## src/rtl/linsens_rdctl.sv

```systemverilog
module linsens_rdctl #(
  parameter int NPIX     = 256,
  parameter int RST_CLKS = 18,
  parameter int HALF     = 8,
  parameter int GAP_CYC  = 2500,
  parameter int MAX_INT  = 12500000,
  parameter int STB_DLY  = 12,
  parameter int INT_W    = 24,
  localparam int IDX_W   = $clog2(NPIX)
) (
  input  logic             clk,
  input  logic             rst_n,
  input  logic             start_req,
  input  logic             par_mode,
  input  logic [INT_W-1:0] int_req,
  output logic             sns_clk,
  output logic             sns_start,
  output logic             pix_strobe,
  output logic [IDX_W-1:0] pix_idx,
  output logic [IDX_W-1:0] pix_idx_hi,
  output logic             frame_done,
  output logic             busy,
  output logic             int_clamped
);

  localparam int P  = 2 * HALF;
  localparam int PW = $clog2(P) + 1;
  localparam int EW = $clog2(NPIX + 2);
  localparam int TW = INT_W + 2;
  localparam logic [TW-1:0] MIN_SER = TW'((NPIX - RST_CLKS) * P + GAP_CYC);
  localparam logic [TW-1:0] MIN_PAR = TW'((NPIX / 2 - RST_CLKS) * P + GAP_CYC);
  localparam logic [TW-1:0] MAX_T   = TW'(MAX_INT);
  localparam logic [TW-1:0] OFFS    = TW'(RST_CLKS * P);
  localparam logic [TW-1:0] LEADW   = TW'(HALF + 1);

  typedef enum logic [1:0] {S_WAIT, S_LEAD, S_RUN} state_t;

  state_t          st;
  logic [PW-1:0]   ph;
  logic [EW-1:0]   ecnt, nf, em1;
  logic [TW-1:0]   tcnt, lo_lim, int_x, int_c, due;
  logic            pend, flush, mode_q, clamp_q;
  logic            launch, lead_end, run_end, wrap, hi_ph;

  assign nf       = mode_q ? EW'(NPIX / 2) : EW'(NPIX);
  assign int_x    = TW'(int_req);
  assign lo_lim   = mode_q ? MIN_PAR : MIN_SER;
  assign int_c    = (int_x < lo_lim) ? lo_lim : (int_x > MAX_T) ? MAX_T : int_x;
  assign due      = int_c + OFFS - LEADW;
  assign launch   = (st == S_WAIT) && (flush || pend) && (tcnt >= due);
  assign lead_end = (st == S_LEAD) && (ph == PW'(HALF - 1));
  assign run_end  = (st == S_RUN) && (ecnt == nf + EW'(1)) && (ph == PW'(HALF - 1));
  assign wrap     = (st == S_RUN) && (ph == PW'(P - 1));
  assign hi_ph    = ph < PW'(HALF);

  always_ff @(posedge clk) begin
    if (!rst_n) begin
      st      <= S_WAIT;
      ph      <= '0;
      ecnt    <= '0;
      tcnt    <= '1;
      pend    <= 1'b0;
      flush   <= 1'b1;
      mode_q  <= 1'b0;
      clamp_q <= 1'b0;
    end else begin
      pend <= start_req | (pend & ~(launch & ~flush));
      if (lead_end)    tcnt <= '0;
      else if (~&tcnt) tcnt <= tcnt + TW'(1);
      case (st)
        S_WAIT: if (launch) begin
          st     <= S_LEAD;
          ph     <= '0;
          mode_q <= par_mode;
          if (!flush) clamp_q <= (int_x < lo_lim) || (int_x > MAX_T);
        end
        S_LEAD: if (lead_end) begin
          st   <= S_RUN;
          ph   <= '0;
          ecnt <= EW'(1);
        end else ph <= ph + PW'(1);
        S_RUN: if (run_end) begin
          st    <= S_WAIT;
          flush <= 1'b0;
        end else if (wrap) begin
          ph   <= '0;
          ecnt <= ecnt + EW'(1);
        end else ph <= ph + PW'(1);
        default: st <= S_WAIT;
      endcase
    end
  end

  assign em1         = ecnt - EW'(1);
  assign sns_clk     = (st == S_RUN) && hi_ph;
  assign sns_start   = (st == S_LEAD) || ((st == S_RUN) && (ecnt == EW'(1)) && hi_ph);
  assign pix_strobe  = (st == S_RUN) && !flush && (ph == PW'(STB_DLY)) && (ecnt <= nf);
  assign pix_idx     = em1[IDX_W-1:0];
  assign pix_idx_hi  = pix_idx + IDX_W'(NPIX / 2);
  assign frame_done  = run_end && !flush;
  assign busy        = (st != S_WAIT);
  assign int_clamped = clamp_q;

endmodule

```

## config.mk

```make
export PLATFORM = sky130hd
export DESIGN_NAME = linsens_rdctl
export DESIGN_NICKNAME = d
export VERILOG_FILES = /design/src/rtl/linsens_rdctl.sv
export SDC_FILE = /design/constraint.sdc
export NUM_CORES = 1
export LEC_CHECK = 0
export BUFFER_PORTS_ARGS = -buffer_cell sky130_fd_sc_hd__buf_4
export CORE_UTILIZATION = 43
export CTS_CLUSTER_DIAMETER = 150
export DETAILED_ROUTE_END_ITERATION = 10
export PLACE_DENSITY_LB_ADDON = 0.25
export SETUP_SLACK_MARGIN = 0.15
export SLEW_MARGIN = 20
export SYNTH_ARGS = -nofsm -noshare
export SYNTH_HDL_FRONTEND = slang
export SYNTH_SLANG_ARGS = --single-unit
```

## constraint.sdc

```tcl
create_clock -name clk -period 7.05 [get_ports clk]
set_clock_uncertainty 0.15 [all_clocks]
set_input_delay 1.0575 -clock clk [delete_from_list [all_inputs] [get_ports clk]]
set_output_delay 1.0575 -clock clk [all_outputs]
set_load 0.005 [all_outputs]
```

== Word level (Yosys, flattened, before mapping) ==
Index checks and enable logic that the tools add are counted.

* $add $sub $neg: 8
* $lt $le $gt $ge: 5
* Eq/ne operators: 13
* Muxes and demuxes: 19
* Bitwise operators: 5
* Reductions and logical operators: 28

{| class="wikitable"
|+ Operator list
! operator !! number
|-
| $mux 26 || 2
|-
| $mux 24 || 2
|-
| $mux 9 || 4
|-
| $add 26x1->26 const B || 1
|-
| $ge 26x26->1 || 1
|-
| $reduce_and 26->1 || 1
|-
| $sub 25x4->26 const B || 1
|-
| $add 24x9->25 const B || 1
|-
| $gt 24x24->1 const B || 1
|-
| $lt 24x13->1 || 1
|-
| $mux 5 || 4
|-
| $add 9x1->9 const B || 2
|-
| $pmux 9 s2 || 1
|-
| $pmux 5 s3 || 1
|-
| $logic_and 1x1->1 || 13
|-
| $mux 12 || 1
|-
| $ne 2x2->1 const B || 6
|-
| $eq 5x4->1 const B || 2
|-
| $eq 9x1->1 const B || 1
|-
| $eq 9x9->1 || 1
|-
| $le 9x9->1 || 1
|-
| $reduce_and 3->1 || 3
|-
| $add 8x8->8 const B || 1
|-
| $sub 8x1->8 const B || 1
|-
| other kinds (17) || 25
|}

* Flip-flop bits (word level): 46
* Bits of input ports: 28

== Depth between registers and ports, before layout ==
Gate-level depths: netlist of run 1.

* Depth after elaboration: 11
* Depth in mapped cells: 23
* Mapped depth without buffers: 22

== Least setup slack after synthesis of run 1 ==
No wires, ideal clock.

* Path type: input to register
* From: input int_req[22]
* To: register ph[3]
* Library setup time: 0.117 ns
* Arrival time: 5.755 ns
* Setup slack: 1.028 ns
* Stages on the path: 22
* Cell sequence: or3_4 or3_4 nor4_4 nor2_1 nor2_2 nand2_1 ha_1 nand2b_1 a21oi_1 nor2_1 o221a_2 nand2_1 nor3_1 mux2_2 ha_1 nand4_1 nor2_1 nand4_1 a2111oi_1 o22ai_1 a221o_1 a32o_1

* Cells in the longest elaborated chain, start to end: 9
* Elaborated cells on any way between the ends: 10
* Those cells by class: add/sub (2); order compare (3); eq/ne (1); mux (2); reduce/logical (2)

{| class="wikitable"
|+ RTL lines
! item !! RTL line !! RTL
|-
| start: declaration || 15 || <nowiki>input logic [INT_W-1:0] int_req,</nowiki>
|-
| $gt 24x24->1 || 48 || <nowiki>assign int_c = (int_x < lo_lim) ? lo_lim : (int_x > MAX_T) ? MAX_T : int_x;</nowiki>
|-
| $mux 24 || 48 ||
|-
| $mux 24 (*) || 48 ||
|-
| $add 24x9->25 (*) || 49 || <nowiki>assign due = int_c + OFFS - LEADW;</nowiki>
|-
| $sub 25x4->26 (*) || 49 ||
|-
| $ge 26x26->1 (*) || 50 || <nowiki>assign launch = (st == S_WAIT) && (flush || pend) && (tcnt >= due);</nowiki>
|-
| $logic_and 1x1->1 (*) || 50 ||
|-
| $ne 2x2->1 (no line) (*) || - ||
|-
| $reduce_and 3->1 (no line) (*) || - ||
|-
| end signal: assignment || 81 || <nowiki>end else ph <= ph + PW'(1);</nowiki>
|-
| end signal: assignment || 88 || <nowiki>end else ph <= ph + PW'(1);</nowiki>
|-
| end: declaration || 39 || <nowiki>logic [PW-1:0] ph;</nowiki>
|}

Every way passes the cells marked *; elsewhere a longest branch is shown, timed or not.
A chain may end at the register's enable or synchronous reset.

== Worst setup path in the final report of run 1 ==
* From: input int_req[22]
* To: register ph[0]

The elaborated chain is that of the path after synthesis.

==> flow_metrics.tcl, run 1 <==
set metrics [dict create \
    max_slew_margin 0.536 \
    antenna_found_initial 0 \
    r2r_start "mode_q" \
    worst_setup_path_end_kind "register" \
    reg2regPathDepth 22 \
    drc 0 \
    r2r_slack_ns 1.78 \
    ys_seq_area_frac 0.224 \
    ys_ff_latch 46 \
    power.density_nw_per_um2 307 \
    whs_endpoint "pend" \
    cts_tree "yes" \
    hp-class "register to register" \
    cts_buffers 5 \
    finalSetupTns_ns 0 \
    crit_type "input pin to register" \
    grt_pass1_wl_mm 17.5 \
    syn_inst 523 \
    worst_pin_slew_ns 0.692 \
    dpl_cell_area_um2 4550 \
    final_layout_size_suffix_gt1_frac 0.148 \
    gr-usage-all-layers 0.214 \
    post-route-min-period_ns 6.39 \
    rows 35 \
    status "finished clean" \
    die_h_um 99.8 \
    postCtsSetupRepairBufs 0 \
    cts_htree_levels 2 \
    overflow 0 \
    io_pins 50 \
    via_per_inst 5.86 \
    finalWorstSetupSlack_ns 0.657 \
    totalWireLength_mm 10.5 \
    wl_per_cell_um 15.3 \
    die_x_um 99.8 \
    fmax_mhz 156 \
    r2r_end "ph[0]" \
    cts-root-buf "clkbuf_8" \
    p_leak_nw 1.92 \
    synth-main-ff-cell "dfxtp_1" \
    first_iter_violations 300 \
    synth_edf_count 0 \
    cts_sinks 46 \
    worst_hold_path.num_cells 2 \
    route.vias.total 4040 \
    required_ns 7.13 \
    critPathLaunchType "input pin" \
    min_period_over_period 0.907 \
    critPathArrivalTime_ns 6.47 \
    peakVddDrop_v 0.000243 \
    netlist_area_um2 4110 \
    firstDrtPassIters 5 \
    initial_core_util 0.445 \
    portBuffers 49 \
    path_max_fanout 8 \
    diodes 0 \
    cts_hold_buf 0 \
    hold_viol_final 0 \
    synth-async-reset-ratio 0 \
    rsz0062_at_grt "no" \
    cts.repair.resized 0 \
    synth_area_per_cell_um2 7.86 \
    startpoint "int_req[22]" \
    grt_pass1_vias 3714 \
    postLayoutCellArea_um2 4690 \
    yosysUniqueCellTypes 71 \
    coreArea_um2 9240 \
    clock_path_buffers 2 \
    maxCapViolations 0 \
    dp_hpwl_mm 8.27 \
    insertion_delay_ns 0.31 \
    area_growth_pct 14.1 \
    globalplace.congestion 0.928 \
    worstHoldStart "pend" \
    grt_max_degree 43 \
    layout.nets 628 \
    setup_viol 0 \
    dieArea_um2 9950 \
    ys_warn_count 0 \
    postRouteAntennaNets 0 \
    pre_cts_ws_ns 0.420 \
    synth_fp_nets 592 \
    clkTransAtPathRegs_ns 0.09 \
    slew_viol_final 0 \
]
-- worst max-delay path: stages --
cell and delay, ns:
buf_4 0.13, or3_4 0.41, a2111oi_4 0.48, o21ai_2 0.17, nor2_1 0.51, nor2_2 0.12, nand2_1 0.13, ha_1 0.19
nand2b_1 0.08, a21oi_1 0.18, nor2_1 0.10, o221a_2 0.31, nand2_1 0.10, nor3_1 0.05, mux2_2 0.26, ha_1 0.29
nand4_1 0.11, nor2_1 0.10, nand4_1 0.14, a2111oi_1 0.55, o22ai_1 0.24, a21oi_1 0.52, mux2i_1 0.24
-- cell type report --
| type | instances | area (µm²) |
|---|---|---|
| Multi-Input combinational cell | 429 | 2990 |
| Timing Repair Buffer | 52 | 390 |
| Clock buffer | 5 | 68.8 |
| Inverter | 25 | 93.8 |
| Sequential cell | 46 | 921 |
| Fill cell | 899 | 4550 |
| Tap cell | 129 | 161 |
| Clock inverter | 3 | 68.8 |
-- layer usage --
| metal | GRT usage | up-vias | part of all wire |
|---|---|---|---|
| li1 | - | 1983 | - |
| met1 | 0.306 | 1928 | 0.49 |
| met2 | 0.334 | 117 | 0.45 |
| met3 | 0.0348 | 12 | 0.050 |
| met4 | 0.0498 | 0 | 0.0099 |
| met5 | 0 | - | 0 |
-- registers in the layout, indices dropped and copies added, names as in the netlist --
| signal | flops |
|---|---|
| tcnt | 26 |
| ecnt | 9 |
| ph | 5 |
| st | 2 |
| flush | 1 |
| int_clamped | 1 |
| mode_q | 1 |
| pend | 1 |
-- layout by cell type (no fill, tap or decap), drive strengths merged, types with 3 or more instances in the layout --
master,Yosys,layout
o21ai,41,41
and4,7,7
or4,3,3
mux2i,6,6
and3,7,7
or2,5,5
nor3b,3,3
xnor2,29,29
or3,5,5
nor4,14,14
ha,41,41
nor4b,3,3
inv,25,25
xor2,18,18
a31oi,3,3
a21oi,15,15
nand2b,7,7
o31ai,3,3
o211ai,11,11
nand2,48,48
nand3,24,24
and2,5,5
buf,9,52
nand4,19,19
dfxtp,46,46
nor3,12,12
nor2,49,49
a21o,6,6
o21a,4,4
o22ai,3,3
clkbuf,14,5
-- synth_stat cells (12+ instances only) --
cell type	number	share of area
nand4_1	19	0.029
xor2_1	18	0.038
clkbuf_1	14	0.013
xnor2_1	29	0.062
o21ai_0	37	0.045
nor3_1	12	0.015
nor2_1	48	0.044
dfxtp_1	46	0.22
ha_1	41	0.12
nand3_1	24	0.029
nand2_1	48	0.044
inv_1	25	0.023
a21oi_1	15	0.018
-- worst max-delay path by stage --
| stage | end | depth (start not counted) |
|---|---|---|
| finish | ph[0] | 23 |
| global route | ph[4] | 23 |
| CTS | ph[0] | 23 |
| detailed placement | ph[0] | 23 |
| global placement | ph[4] | 23 |
| floorplan | ph[3] | 22 |
-- power by group --
part	leakage (nW)	internal [W]	total (W)	switching [W]
combinational	1.47	0.000346	0.000795	0.000449
sequential	0.376	0.000324	0.000406	0.0000819
clock	0.0683	0.000142	0.000238	0.0000957
-- metrics by stage --
stage | util | hold slack, ns | total power [W] | cells
after global placement | 0.493 | 0.316 | 0.00116 | 681
after detailed placement | 0.493 | 0.333 | 0.00119 | 681
final | 0.508 | 0.351 | 0.00144 | 689
after global routing | 0.508 | 0.372 | 0.00156 | 689
after CTS | 0.508 | 0.355 | 0.00143 | 689
after floorplan | - | 0.302 | 0.000982 | 523
-- cell families after synthesis --
logic type	Yosys count	share of synthesized area
AND/OR/NAND/NOR	217	0.286
AO/OA/AOI/OAI	116	0.196
buffers and inverters	48	0.0508
XOR/XNOR	47	0.100
flip-flops	46	0.224
adder cells (fa/ha/maj)	41	0.125
multiplexers	7	0.0174
other	1	0.000912
Note: power is estimated with default switching activity, not from simulation.
==> inputs of run 2 (changes only) <==
--- a/config.mk
+++ b/config.mk
@@ -5,6 +5,7 @@
 export SDC_FILE = /design/constraint.sdc
 export NUM_CORES = 1
 export LEC_CHECK = 0
+export ABC_CLOCK_PERIOD_IN_PS = 7700
 export BUFFER_PORTS_ARGS = -buffer_cell sky130_fd_sc_hd__buf_4
 export CORE_UTILIZATION = 43
 export CTS_CLUSTER_DIAMETER = 150
==> constraint.sdc (replaced) <==
create_clock -name clk -period 7.7 [get_ports clk]
set_clock_uncertainty 0.15 [all_clocks]
set_input_delay 1.155 -clock clk [delete_from_list [all_inputs] [get_ports clk]]
set_output_delay 1.155 -clock clk [all_outputs]
set_load 0.005 [all_outputs]
==> run 2 against run 1 <==
  * Non-clock buffer count decreased by 2
  * Sequential share of layout area about the same
  * Final cell count fell by 0.29%
  * Worst setup slack improved by 0.22 ns
  * Combinational power decreased by 8.9%
  * Via count is 0.47% lower
  * Total power shrank 8.3%
  * Die area did not move
  * First-iteration DRC count shrank 13%
  * Clock-buffer cell count is 1 higher
==> flow_metrics.tcl, run 2 (synthesis results as in run 1) <==
set metrics [dict create \
    status "finished clean" \
    grt_max_degree 43 \
    crit_type "input pin to register" \
    finalSetupTns_ns 0 \
    gr-usage-all-layers 0.210 \
    largest_register_ffs 26 \
    drc 0 \
    io_pins 50 \
    peakVddDrop_v 0.000260 \
    route.vias.total 4021 \
    cts.repair.resized 0 \
    r2r_slack_ns 2.09 \
    final_layout_size_suffix_gt1_frac 0.145 \
    largestRegisters "tcnt x26, ecnt x9, ph x5" \
    slew_viol_final 0 \
    coreArea_um2 9240 \
    pwr-share-seq 0.282 \
    pwr-share-clk 0.170 \
    switching_share 0.432 \
    grt_pass1_vias 3573 \
    overflow 0 \
    layout.nets 626 \
    firstDrtPassIters 5 \
    initial_core_util 0.445 \
    layout.cells.most_common "buf_4" \
    critPathArrivalTime_ns 6.87 \
    clock_path_buffers 2 \
    cts_tree "yes" \
    crit_slowest_cell "o22ai_1" \
    first_iter_violations 261 \
    critPathLaunchType "input pin" \
    r2r_start "mode_q" \
    cts_buffers 5 \
    rsz0062_at_grt "no" \
    dpl_cell_area_um2 4540 \
    postCtsSetupRepairBufs 0 \
    power.density_nw_per_um2 282 \
    clkTransAtPathRegs_ns 0.08 \
    power_switching_w 0.000570 \
    worst_setup_path_end_kind "register" \
    path_max_fanout 10 \
    largest-register "tcnt" \
    postRouteAntennaNets 0 \
    finalPower_w 0.00132 \
    startpoint "int_req[22]" \
    hold_viol_final 0 \
    cts_hold_buf 0 \
    diodes 0 \
    hp-class "register to register" \
    p_leak_nw 1.91 \
    cts_sinks 46 \
    final_util 0.507 \
    rows 35 \
    insertion_delay_ns 0.30 \
    area_growth_pct 13.9 \
    power.internal_w 0.000750 \
    worst_pin_slew_ns 0.838 \
    reg2regPathDepth 21 \
    die_h_um 99.8 \
    totalWireLength_mm 10.6 \
    fmax_mhz 146 \
    dieArea_um2 9950 \
    portBuffers 49 \
    die_x_um 99.8 \
    antenna_found_initial 0 \
    wl_per_cell_um 15.4 \
    dp_hpwl_mm 8.30 \
    crit_end "ph[3]" \
    cts_htree_levels 2 \
    slowest_delay_ns 0.68 \
    max_slew_margin 0.441 \
    final_cell_mix "buf_4 (50), nand2_1 (48), nor2_1 (48)" \
    r2r_end "ph[3]" \
    pwr-share-comb 0.548 \
    required_ns 7.74 \
    postLayoutCellArea_um2 4680 \
    post-route-min-period_ns 6.83 \
    globalplace.congestion 0.936 \
    maxCapViolations 0 \
    path_cells "buf_4 > or3_4 > or3_4 > nor4_4 > nor2_1 > nor2_2 > nand2_1 > ha_1 > nand2b_1 > a21oi_1 > nor2_1 > o221a_2 > nand2_1 > nor3_1 > mux2_2 > ha_1 > a21o_1 > a221oi_1 > o221ai_1 > o22ai_1 > a21oi_1 > a32o_1" \
    min_period_over_period 0.887 \
    cts-root-buf "clkbuf_8" \
    grt_pass1_wl_mm 17.3 \
    setup_viol 0 \
    via_per_inst 5.85 \
]
run 2: cell type report:
cell class	instances	area, µm²
multi-input combinational	429	2990
clock buffer	6	82.6
tap	129	161
inverter	25	93.8
sequential	46	921
clock inverter	2	60.1
fill	869	4560
timing repair buffer	50	375
run 2: how the worst min path moves through the flow:
stage | slack, ns | from | end | cells past startpoint
floorplan | 0.30 | pend | pend | 2
detailed placement | 0.33 | pend | pend | 2
global route | 0.39 | ph[1] | ph[1] | 2
global placement | 0.32 | pend | pend | 2
finish | 0.35 | ph[1] | ph[1] | 2
CTS | 0.35 | ph[1] | ph[1] | 2
run 2: critical path, delay by kind of cell:
kind                       cells  cell delay (ns)
buffers and inverters          1             0.13
and+or+nand+nor               10             2.32
muxes                          1             0.36
adders and majority gates      2             0.52
AOI/OAI and AO/OA              8             2.38
run 2: per-layer routing:
layer,track usage,routed length [µm]
met1,0.302,5130
met4,0.0226,55
met2,0.340,4900
met5,0.0308,0
met3,0.0299,520
run 2: power groups by stage:
stage | Combinational [W] | Clock [W] | Sequential (W)
3_3_place_gp | 0.000691 | 0 | 0.000374
4_1_cts | 0.000712 | 0.000228 | 0.000370
3_5_place_dp | 0.000705 | 0 | 0.000375
5_1_grt | 0.000807 | 0.000238 | 0.000381
6_report | 0.000724 | 0.000224 | 0.000372
2_1_floorplan | 0.000546 | 0 | 0.000353
run 2: per-stage QoR:
| step | setup slack, ns | hold WS [ns] | std cells |
|---|---|---|---|
| floorplan | 1.58 | 0.302 | 523 |
| global placement | 0.850 | 0.319 | 679 |
| detailed placement | 0.660 | 0.334 | 679 |
| CTS | 0.953 | 0.351 | 687 |
| global route | 0.508 | 0.386 | 687 |
| finish | 0.874 | 0.349 | 687 |
==> inputs of run 3 (changes only) <==
--- a/config.mk
+++ b/config.mk
@@ -5,7 +5,7 @@
 export SDC_FILE = /design/constraint.sdc
 export NUM_CORES = 1
 export LEC_CHECK = 0
-export ABC_CLOCK_PERIOD_IN_PS = 7700
+export ABC_CLOCK_PERIOD_IN_PS = 6700
 export BUFFER_PORTS_ARGS = -buffer_cell sky130_fd_sc_hd__buf_4
 export CORE_UTILIZATION = 43
 export CTS_CLUSTER_DIAMETER = 150
==> constraint.sdc (replaced) <==
create_clock -name clk -period 6.7 [get_ports clk]
set_clock_uncertainty 0.15 [all_clocks]
set_input_delay 1.005 -clock clk [delete_from_list [all_inputs] [get_ports clk]]
set_output_delay 1.005 -clock clk [all_outputs]
set_load 0.005 [all_outputs]
==> run 3 against run 2 <==
  * Register-to-register slack worse by 0.74 ns
  * Final area down 0.21%
  * Sequential power rose by 15%
  * Highest routed layer unchanged
  * Core utilization down 0.11 points
  * First-iteration DRC count rose by 25%
  * Worst setup slack worse by 0.42 ns
  * Via count is 0.35% lower
  * Critical path depth is 1 higher
  * Total power is 11% higher
  * Die area did not move
  * Non-clock buffer count is 3 higher
  * Combinational power is 15% higher
==> flow_metrics.tcl, run 3 (synthesis results as in run 1) <==
set metrics [dict create \
    final_layout_size_suffix_gt1_frac 0.148 \
    switching_share 0.444 \
    clkTransAtPathRegs_ns 0.07 \
    dpl_cell_area_um2 4560 \
    dp_hpwl_mm 8.27 \
    finalSetupTns_ns 0 \
    path_max_fanout 5 \
    dieArea_um2 9950 \
    first_iter_violations 326 \
    path_cells "buf_4 > or3_4 > or3_4 > nor4_4 > nor2_1 > nor2_2 > nand2_1 > ha_1 > nand2b_1 > a21oi_1 > nor2_1 > o221a_2 > nand2_1 > nor3_1 > mux2_2 > ha_1 > nand4_1 > nor2_1 > nand4_1 > a2111oi_1 > o22ai_1 > a221o_1 > a32o_1" \
    min_period_over_period 0.932 \
    via_per_inst 5.81 \
    max_slew_margin 0.511 \
    crit_type "input pin to register" \
    power.density_nw_per_um2 315 \
    io_pins 50 \
    crit_slowest_cell "a2111oi_1" \
    status "finished clean" \
    totalWireLength_mm 10.7 \
    firstDrtPassIters 5 \
    rows 35 \
    rsz0062_at_grt "no" \
    drc 0 \
    maxCapViolations 0 \
    globalplace.congestion 0.926 \
    gr-usage-all-layers 0.214 \
    diodes 0 \
    pwr-share-clk 0.142 \
    layout.cells.most_common "buf_4" \
    cts_sinks 46 \
    grt_max_degree 43 \
    clock_path_buffers 2 \
    post-route-min-period_ns 6.24 \
    worst_setup_path_end_kind "register" \
    overflow 0 \
    grt_pass1_wl_mm 17.5 \
    postLayoutCellArea_um2 4670 \
    cts.repair.resized 0 \
    power.internal_w 0.000817 \
    portBuffers 49 \
    cts_buffers 5 \
    coreArea_um2 9240 \
    route.vias.total 4007 \
    worst_pin_slew_ns 0.729 \
    cpMostUsedCell "nor2_1" \
    antenna_found_initial 0 \
    slowest_delay_ns 0.65 \
    setup_viol 0 \
    p_leak_nw 1.91 \
    grt_pass1_vias 3553 \
    hold_viol_final 0 \
    largestRegisters "tcnt x26, ecnt x9, ph x5" \
    required_ns 6.74 \
    final_cell_mix "buf_4 (53), nand2_1 (48), nor2_1 (48)" \
    layout.nets 629 \
    die_h_um 99.8 \
    cts_htree_levels 2 \
    cts_tree "yes" \
    postRouteAntennaNets 0 \
    largest_register_ffs 26 \
    peakVddDrop_v 0.000235 \
    insertion_delay_ns 0.30 \
    cts-root-buf "clkbuf_8" \
    cts_hold_buf 0 \
    initial_core_util 0.445 \
    wl_per_cell_um 15.5 \
    largest-register "tcnt" \
    pwr-share-comb 0.567 \
    power_switching_w 0.000653 \
    fmax_mhz 160 \
    postCtsSetupRepairBufs 0 \
    hp-class "register to register" \
    slew_viol_final 0 \
    critPathArrivalTime_ns 6.28 \
    pwr-share-seq 0.291 \
    critPathLaunchType "input pin" \
    die_x_um 99.8 \
    area_growth_pct 13.6 \
]
-- run 3: cell count changes in the layout (fill, tap and decap cells not counted), sizes merged --
| cell | delta |
|---|---|
| bufinv | -1 |
| buf | +3 |
| clkbuf | +1 |
-- run 3: worst paths after layout --
check	cells past startpoint	end	start	slack (ns)
max reg2reg	22	ph[3]	mode_q	1.35
min reg2reg	2	pend	pend	0.35
max	23	ph[3]	int_req[22]	0.46
min	2	pend	pend	0.35
-- run 3: metal layers --
metal  GRT usage  share of wire  routed length (µm)  vias to the layer above
li1            -              -                   -                     1989
met1       0.313           0.48                5150                     1880
met2       0.338           0.45                4850                      127
met3      0.0292          0.056                 598                       11
met4      0.0328         0.0074                  79                        0
met5           0              0                   0                        -
-- run 3: power by group through the flow --
stage | registers, W | logic, W | clock network (W)
after floorplan | 0.000406 | 0.000627 | 0
after global placement | 0.000430 | 0.000796 | 0
after detailed placement | 0.000433 | 0.000817 | 0
after CTS | 0.000426 | 0.000824 | 0.000213
after global routing | 0.000439 | 0.000933 | 0.000223
final | 0.000428 | 0.000833 | 0.000209
-- run 3: layout make-up --
class / count / area (µm²)
sequential: 46 / 921
timing repair buffer: 53 / 398
fill: 904 / 4570
inverter: 25 / 93.8
tap: 129 / 161
clock inverter: 1 / 30.0
multi-input combinational: 429 / 2990
clock buffer: 7 / 76.3
-- run 3: critical path: cells and delay by family --
family	cells	cell delay, ns
muxes	1	0.35
and+or+nand+nor	13	2.32
adders and majority gates	2	0.50
buffers and inverters	1	0.13
AOI/OAI and AO/OA	6	1.96
-- run 3: metrics by stage --
step	total power [W]	hold WS (ns)	setup WS, ns	cells	util
after floorplan	0.00103	0.302	0.730	523	-
after global placement	0.00123	0.316	0.429	682	0.494
after detailed placement	0.00125	0.325	0.206	682	0.494
after CTS	0.00146	0.343	0.470	690	0.505
after global routing	0.00159	0.405	0.178	690	0.505
final	0.00147	0.346	0.458	690	0.505
